### config.mk
export PLATFORM = sky130hd
export DESIGN_NAME = bank_map_decoder
export DESIGN_NICKNAME = d
export VERILOG_FILES = /design/src/rtl/bmd_pkg.sv /design/src/rtl/bmd_page_reg.sv /design/src/rtl/bmd_region_decode.sv /design/src/rtl/bank_map_decoder.sv
export SDC_FILE = /design/constraint.sdc
export NUM_CORES = 1
export LEC_CHECK = 0
export BUFFER_PORTS_ARGS = -buffer_cell sky130_fd_sc_hd__clkbuf_2
export CAP_MARGIN = 20
export CORE_AREA = 2 2 39 41
export CTS_CLUSTER_DIAMETER = 60
export DETAILED_ROUTE_END_ITERATION = 10
export DIE_AREA = 0 0 41 43
export GPL_ROUTABILITY_DRIVEN = 1
export MAX_ROUTING_LAYER = met4
export PLACE_DENSITY = 0.71
export SYNTH_ARGS = -nofsm -noshare
export SYNTH_HDL_FRONTEND = slang
export SYNTH_SLANG_ARGS = --single-unit
### constraint.sdc
create_clock -name clk -period 1.8 [get_ports clk]
set_clock_uncertainty 0.2 [all_clocks]
set_input_delay 0.18 -clock clk [delete_from_list [all_inputs] [get_ports clk]]
set_output_delay 0.18 -clock clk [all_outputs]
set_load 0.05 [all_outputs]
### src/rtl/bmd_pkg.sv
package bmd_pkg;

  typedef enum logic [2:0] {
    RG_NONE   = 3'd0,
    RG_MON    = 3'd1,
    RG_PROM   = 3'd2,
    RG_PAGED  = 3'd3,
    RG_COMMON = 3'd4
  } region_e;

  // Region from the top three address bits, mode and request strobe.
  function automatic region_e classify(input logic all_ram, input logic req,
                                       input logic [2:0] hi3);
    region_e r;
    if (!req)                         r = RG_NONE;
    else if (hi3[2] && hi3[1])        r = RG_COMMON;
    else if (all_ram)                 r = RG_PAGED;
    else if (!hi3[2] && !hi3[1])      r = hi3[0] ? RG_PROM : RG_MON;
    else                              r = RG_PAGED;
    return r;
  endfunction

endpackage

### src/rtl/bmd_page_reg.sv
module bmd_page_reg #(
  parameter int IO_ADDR_W  = 8,
  parameter int DATA_W     = 8,
  parameter int RAM_PAGE_W = 4,
  parameter int ROM_PAGE_W = 3,
  parameter logic [IO_ADDR_W-1:0] PAGE_PORT = '0
) (
  input  logic                  clk,
  input  logic                  rst_n,
  input  logic                  io_wr,
  input  logic [IO_ADDR_W-1:0]  io_addr,
  input  logic [DATA_W-1:0]     io_data,
  output logic [RAM_PAGE_W-1:0] ram_page,
  output logic [ROM_PAGE_W-1:0] rom_page
);
  localparam int FIELD_W = RAM_PAGE_W + ROM_PAGE_W;

  logic wr_hit;
  assign wr_hit = io_wr && (io_addr == PAGE_PORT);

  logic unused_data_bits;
  assign unused_data_bits = &{1'b0, io_data[DATA_W-1:FIELD_W]};

  always_ff @(posedge clk or negedge rst_n) begin
    if (!rst_n) begin
      ram_page <= '0;
      rom_page <= '0;
    end else if (wr_hit) begin
      ram_page <= io_data[RAM_PAGE_W-1:0];
      rom_page <= io_data[FIELD_W-1:RAM_PAGE_W];
    end
  end

  a_r2_hold_without_hit: assert property (@(posedge clk) disable iff (!rst_n)
    !wr_hit |=> ($stable(ram_page) && $stable(rom_page)));

  a_r3_capture_fields: assert property (@(posedge clk) disable iff (!rst_n)
    wr_hit |=> (ram_page == $past(io_data[RAM_PAGE_W-1:0]) &&
                rom_page == $past(io_data[FIELD_W-1:RAM_PAGE_W])));

endmodule

### src/rtl/bmd_region_decode.sv
module bmd_region_decode
  import bmd_pkg::*;
(
  input  logic       all_ram_mode,
  input  logic       mem_req,
  input  logic [2:0] addr_hi3,
  output region_e    region
);
  always_comb region = classify(all_ram_mode, mem_req, addr_hi3);
endmodule

### src/rtl/bank_map_decoder.sv
module bank_map_decoder
  import bmd_pkg::*;
#(
  parameter int IO_ADDR_W  = 8,
  parameter int DATA_W     = 8,
  parameter int ADDR_W     = 16,
  parameter int RAM_PAGE_W = 4,
  parameter int ROM_PAGE_W = 3,
  parameter logic [IO_ADDR_W-1:0] PAGE_PORT = '0
) (
  input  logic                  clk,
  input  logic                  rst_n,
  input  logic                  io_wr,
  input  logic [IO_ADDR_W-1:0]  io_addr,
  input  logic [DATA_W-1:0]     io_data,
  input  logic                  all_ram_mode,
  input  logic                  mem_req,
  input  logic [ADDR_W-1:0]     cpu_addr,
  output logic                  mon_rom_sel,
  output logic                  page_rom_sel,
  output logic [ROM_PAGE_W-1:0] rom_bank,
  output logic                  ram_sel,
  output logic [RAM_PAGE_W-1:0] ram_bank
);
  localparam int HI_LSB = ADDR_W - 3;

  logic [RAM_PAGE_W-1:0] ram_page;
  logic [ROM_PAGE_W-1:0] rom_page;
  region_e               region;

  logic unused_addr_bits;
  assign unused_addr_bits = &{1'b0, cpu_addr[HI_LSB-1:0]};

  bmd_page_reg #(
    .IO_ADDR_W(IO_ADDR_W), .DATA_W(DATA_W), .RAM_PAGE_W(RAM_PAGE_W),
    .ROM_PAGE_W(ROM_PAGE_W), .PAGE_PORT(PAGE_PORT)
  ) page_reg_i (
    .clk(clk), .rst_n(rst_n), .io_wr(io_wr), .io_addr(io_addr),
    .io_data(io_data), .ram_page(ram_page), .rom_page(rom_page)
  );

  bmd_region_decode region_i (
    .all_ram_mode(all_ram_mode), .mem_req(mem_req),
    .addr_hi3(cpu_addr[ADDR_W-1:HI_LSB]), .region(region)
  );

  always_comb begin
    mon_rom_sel  = (region == RG_MON);
    page_rom_sel = (region == RG_PROM);
    ram_sel      = (region == RG_PAGED) || (region == RG_COMMON);
    rom_bank     = page_rom_sel ? rom_page : '0;
    ram_bank     = (region == RG_PAGED) ? ram_page : '0;
  end

  a_r10_one_select: assert property (@(posedge clk) disable iff (!rst_n)
    $onehot0({mon_rom_sel, page_rom_sel, ram_sel}));

  a_r9_idle_quiet: assert property (@(posedge clk) disable iff (!rst_n)
    !mem_req |-> !(mon_rom_sel || page_rom_sel || ram_sel) &&
                 rom_bank == '0 && ram_bank == '0);

  a_r8_common_block: assert property (@(posedge clk) disable iff (!rst_n)
    (mem_req && cpu_addr[ADDR_W-1] && cpu_addr[ADDR_W-2]) |->
      (ram_sel && ram_bank == '0));

  a_r7_no_rom_all_ram: assert property (@(posedge clk) disable iff (!rst_n)
    all_ram_mode |-> !(mon_rom_sel || page_rom_sel));

  a_r4_monitor_low: assert property (@(posedge clk) disable iff (!rst_n)
    (mem_req && !all_ram_mode && cpu_addr[ADDR_W-1:HI_LSB] == 3'b000) |->
      mon_rom_sel);

endmodule

# --- Yosys cells after proc, flatten, opt, wreduce, memory -nomap -nowiden ---
# Cells that the tools add are included.
word_totals:
  latch_bits: 0
  inputBits: 37
  rom_bits: 0
  out_inout_bits: 10
  word_cells: 20
  ff_bits: 7
  ram_bits: 0
  memories: 0
op_classes:
  n_addsub: 0
  n_mul: 0
  div: 0
  bitwise: 0
  n_mux: 7
  reduce_logical: 7
  eq_ne: 4
  shift: 0
  magnitude_cmp: 0
ops:
  columns: ["operator", "count"]
  rows:
  - ["$mux 3", 5]
  - ["$logic_not 8->1", 1]
  - ["$eq 3x2->1 const B", 2]
  - ["$mux 4", 1]
  - ["$eq 3x1->1 const B", 1]
  - ["$eq 3x3->1 const B", 1]
  - ["$logic_and 1x1->1", 3]
  - ["$logic_not 1->1", 2]
  - ["$mux 2", 1]
  - ["$logic_or 1x1->1", 1]

# --- Longest topological paths before layout ---
logic_depth:
  depth_word: 8
  mapped_depth: 3
  ltp_nobuf: 3

# --- Hierarchy ---
# From an unflattened synthesis, not the netlist that was laid out.
unflattened:
  hier_cells: 36
  area_unflattened_um2: 425.4
by_module_without_submodules:
  columns: ["mod", "seq_area_each_um2", "n_inst", "cells_each", "area_each_um2"]
  rows:
  - ["bmd_page_reg", 175.2, 1, 18, 304.0]
  - ["bank_map_decoder", 0.0, 1, 12, 83.8]
  - ["bmd_region_decode", 0.0, 1, 6, 37.5]

# --- Worst setup path before layout ---
# OpenSTA, ideal clock, no wires.
synth_path:
  kind: "input to output"
  start: "in cpu_addr[14]"
  end: "out rom_bank[0]"
  cell_stages: 3
  arrival_ns: 1.529
  slack_ns: -0.109
  cell_sequence: "nor3_1 > and3_1 > and2_1"
synth_via:
  elab_chain_len: 8
  elab_cells_between_ends: 9
synth_rtl:
  columns: ["item", "line_no", "rtl"]
  rows:
  - ["from (decl)", "bank_map_decoder.sv:18", "input logic [ADDR_W-1:0] cpu_addr,"]
  - ["$logic_not 1->1", "bmd_pkg.sv:18", "else if (!hi3[2] && !hi3[1]) r = hi3[0] ? RG_PROM : RG_MON;"]
  - ["$logic_and 1x1->1", "bmd_pkg.sv:18", null]
  - ["$mux 3", "bmd_pkg.sv:18", null]
  - ["$mux 3", "bmd_pkg.sv:17", "else if (all_ram) r = RG_PAGED;"]
  - ["$mux 3 (*)", "bmd_pkg.sv:16", "else if (hi3[2] && hi3[1]) r = RG_COMMON;"]
  - ["$mux 3 (*)", "bmd_pkg.sv:15", "if (!req) r = RG_NONE;"]
  - ["$eq 3x2->1 (*)", "bank_map_decoder.sv:49", "page_rom_sel = (region == RG_PROM);"]
  - ["net page_rom_sel", "bank_map_decoder.sv:20", "output logic page_rom_sel,"]
  - ["$mux 3 (*)", "bank_map_decoder.sv:51", "rom_bank = page_rom_sel ? rom_page : '0;"]
  - ["to (decl)", "bank_map_decoder.sv:21", "output logic [ROM_PAGE_W-1:0] rom_bank,"]
# The timed path passes the listed nets; every way through them passes the cells marked *.

# --- Worst setup path after layout ---
layout_path:
  start: "in cpu_addr[14]"
  end: "out rom_bank[0]"
layout_via:
  elab_chain_len: 8
  elab_cells_between_ends: 9
layout_rtl:
  columns: ["item", "line_no"]
  rows:
  - ["$logic_not 1->1", "bmd_pkg.sv:18"]
  - ["$logic_and 1x1->1", "bmd_pkg.sv:18"]
  - ["$mux 3", "bmd_pkg.sv:18"]
  - ["$mux 3", "bmd_pkg.sv:17"]
  - ["$mux 3 (*)", "bmd_pkg.sv:16"]
  - ["$mux 3 (*)", "bmd_pkg.sv:15"]
  - ["$eq 3x2->1 (*)", "bank_map_decoder.sv:49"]
  - ["$mux 3 (*)", "bank_map_decoder.sv:51"]
# Mark *: on every way between the ends. The rest lies on a longest branch, timed or not.

==> results.tsv <==
stage	metric	value	unit
status	status	finished, final reports clean	
floorplanning	Core Region	0.00138	sq mm
global_routing	initial antenna violation count	0	
global_routing	global-route wire length before repair	1320	microns
logic_synthesis	synth warn	0	
floorplanning	Initial Util	0.263	
routing	first drt pass iteration count	1	
clock_tree	clk_lat worst skew	0.24	ns
clock_tree	Clock Tree Buf Depth	2	
worst_setup_path	crit-path max FO	4	
cells_and_area	layout cell share with drive strength beyond 1	0.600	
sta	Worst Tran Pin Value	0.419	ns
power_and_ir_drop	Final Total Pwr	378	uW
worst_setup_path	R2R Setup Slk	0.86	ns
worst_setup_path	CP arrival	1.26	ns
worst_setup_path	Required @ worst endpoint	1.42	ns
floorplanning	Die H	43	microns
clock_tree	# H-tree levels	1	
sta	final max-slew violation count	0	
floorplanning	# rows	14	
routing	Via density	4.30	
routing	via count	391	
routing	final WL	858	microns
logic_synthesis	cell count after synthesis	31	
job	max cap viols	0	
worst_setup_path	worst r2r path cells	1	
floorplanning	Ports	47	
sta	WHS	0.100	ns
cells_and_area	Final #Nets	113	
worst_setup_path	Critical Path Source Type	input pin	
clock_tree	CTS tree	done	
sta	Period Utilization, post-route	0.912	
routing	DRC viols	0	
floorplanning	Die W	41	microns
cells_and_area	Multi-input gate area	186	sq um
cells_and_area	register cell area after layout	175	sq um
global_routing	vias in the first global route	364	
logic_synthesis	Post-Syn Area	364	sq um
clock_tree	Setup Fix Bufs, Post-CTS	0	
sta	Max transition margin	0.719	
clock_tree	total clock sinks	7	
clock_tree	root buf cell	clkbuf_4	
placed_design	port bufs	32	
power_and_ir_drop	Power Density	580	mW/mm^2
logic_synthesis	Post-Syn Nets	68	
worst_setup_path	R2R Path Start	page_reg_i.rom_page[1]	
routing	routed len/inst	9.43	microns
logic_synthesis	sequential fraction of the synthesis area	0.481	
placed_design	placer congestion estimate	0.589	
logic_synthesis	Mean Syn Cell Area	11.7	sq um
sta	Hold Fails Final Rpt	0	
global_routing	GRT Resource Usage Total	0.114	
global_routing	global route overflow	0	
sta	RSZ-0062 raised after global routing	false	
sta	final setup fails	0	
cells_and_area	n_diodes	0	
clock_tree	Reg clk slew, reported paths	0.05	ns
sta	Final min period	1.64	ns
cells_and_area	Fill cells	153	
clock_tree	# hold bufs at CTS	8	
routing	ANT nets after route	0	
sta	fmax	0.609	GHz
min_path	Hold WC Path Type	in2async	
sta	setup ws final	0.159	ns
worst_setup_path	crit end category	primary output	
worst_setup_path	critical path type	in2out	
sta	TNS Setup	0	ns
cells_and_area	area grow syn2layout	79.0	%
floorplanning	die footprint	0.00176	sq mm
power_and_ir_drop	worst vdd rail ir drop	0.000371	V
routing	drt initial violations	0	
worst_setup_path	Reg2Reg Capture Point	page_reg_i.rom_page[1]	
logic_synthesis	Yosys reg bits	7	
clock_tree	clock buffer count from CTS	3	
power_and_ir_drop	Leakage	0.382	nW
clock_tree	post-cts sizing count	0	
global_routing	largest net degree at the start of global routing	8	
logic_synthesis	Yosys cell types	11	
placed_design	Setup WS pre-CTS	0.144	ns
[synth_stat cells, drive strengths merged]
master / number / area share
and2: 7 / 0.12
dfrtp: 7 / 0.48
mux2: 7 / 0.22
nor2: 2 / 0.021
nor3: 2 / 0.027
a211oi: 1 / 0.021
and3: 1 / 0.017
inv: 1 / 0.010
nand2: 1 / 0.010
nand4b: 1 / 0.041
nor4: 1 / 0.034
[power by group]
group / switching (mW) / total (mW) / internal [mW]
Sequential: 0.00290 / 0.168 / 0.165
Combinational: 0.0352 / 0.0755 / 0.0402
Clock: 0.0506 / 0.135 / 0.0841
Total: 0.0887 / 0.378 / 0.290
[critical path, cell delays in order]
cell	delay (ns)
clkbuf_2	0.09
nor3_1	0.34
and3_2	0.26
and2_1	0.12
clkbuf_2	0.27
[stage by stage]
| step | area [sq um] | instances | util |
|---|---|---|---|
| 2_1_floorplan | 365 | 31 | - |
| 3_3_place_gp | 546 | 79 | 0.394 |
| 3_5_place_dp | 546 | 79 | 0.394 |
| 4_1_cts | 652 | 91 | 0.471 |
| 5_1_grt | 652 | 91 | 0.471 |
| 6_report | 652 | 91 | 0.471 |
[routing by layer]
| metal | up-vias | track usage | wire (microns) |
|---|---|---|---|
| li1 | 196 | - | - |
| met2 | 17 | 0.200 | 487 |
| met4 | 0 | 0.0400 | 0 |
| met3 | 0 | 0.0314 | 77 |
| met5 | - | - | 0 |
| met1 | 178 | 0.110 | 292 |
[cell families after synthesis]
family                 after synthesis  share of synthesized area
multiplexers                         7                      0.217
buffers and inverters                1                     0.0103
flip-flops                           7                      0.481
AO/OA/AOI/OAI                        1                     0.0206
AND/OR/NAND/NOR                     15                      0.271
[cell usage in the layout (no fill, tap or decap)]
cell type      synthesis  routed
nor2_1                 2       2
clkbuf_2               0      32
nor4_2                 1       1
and2_1                 7       7
a211oi_1               1       1
nand2_1                1       1
dlygate4sd3_1          0       8
clkbuf_4               0       3
nand4b_2               1       1
nor3_1                 2       2
inv_1                  1       1
mux2_2                 7       7
clkbuf_1               0       1
dfrtp_1                7       7
and3_2                 0       1
[state kept, by name, summed over array words and instances (netlist names)]
name / count
page_reg_i.rom_page: 3
page_reg_i.ram_page: 4
[worst max path at each step]
stage	from	to	slack (ns)	cells after the start
finish	cpu_addr[14]	rom_bank[0]	0.16	5
global route	cpu_addr[14]	rom_bank[2]	0.03	5
CTS	cpu_addr[14]	rom_bank[1]	0.15	5
detailed placement	cpu_addr[14]	rom_bank[1]	0.14	5
global placement	cpu_addr[14]	rom_bank[0]	0.17	5
floorplan	cpu_addr[14]	rom_bank[0]	0.05	3
[area by class of cell]
class                      count  share of cell area
inverter                       1             0.00576
multi-input combinational     23               0.286
clock buffer                   4              0.0403
tap                           16              0.0307
sequential                     7               0.269
timing repair buffer          40               0.369
Note: power is estimated with default switching activity, not from simulation.
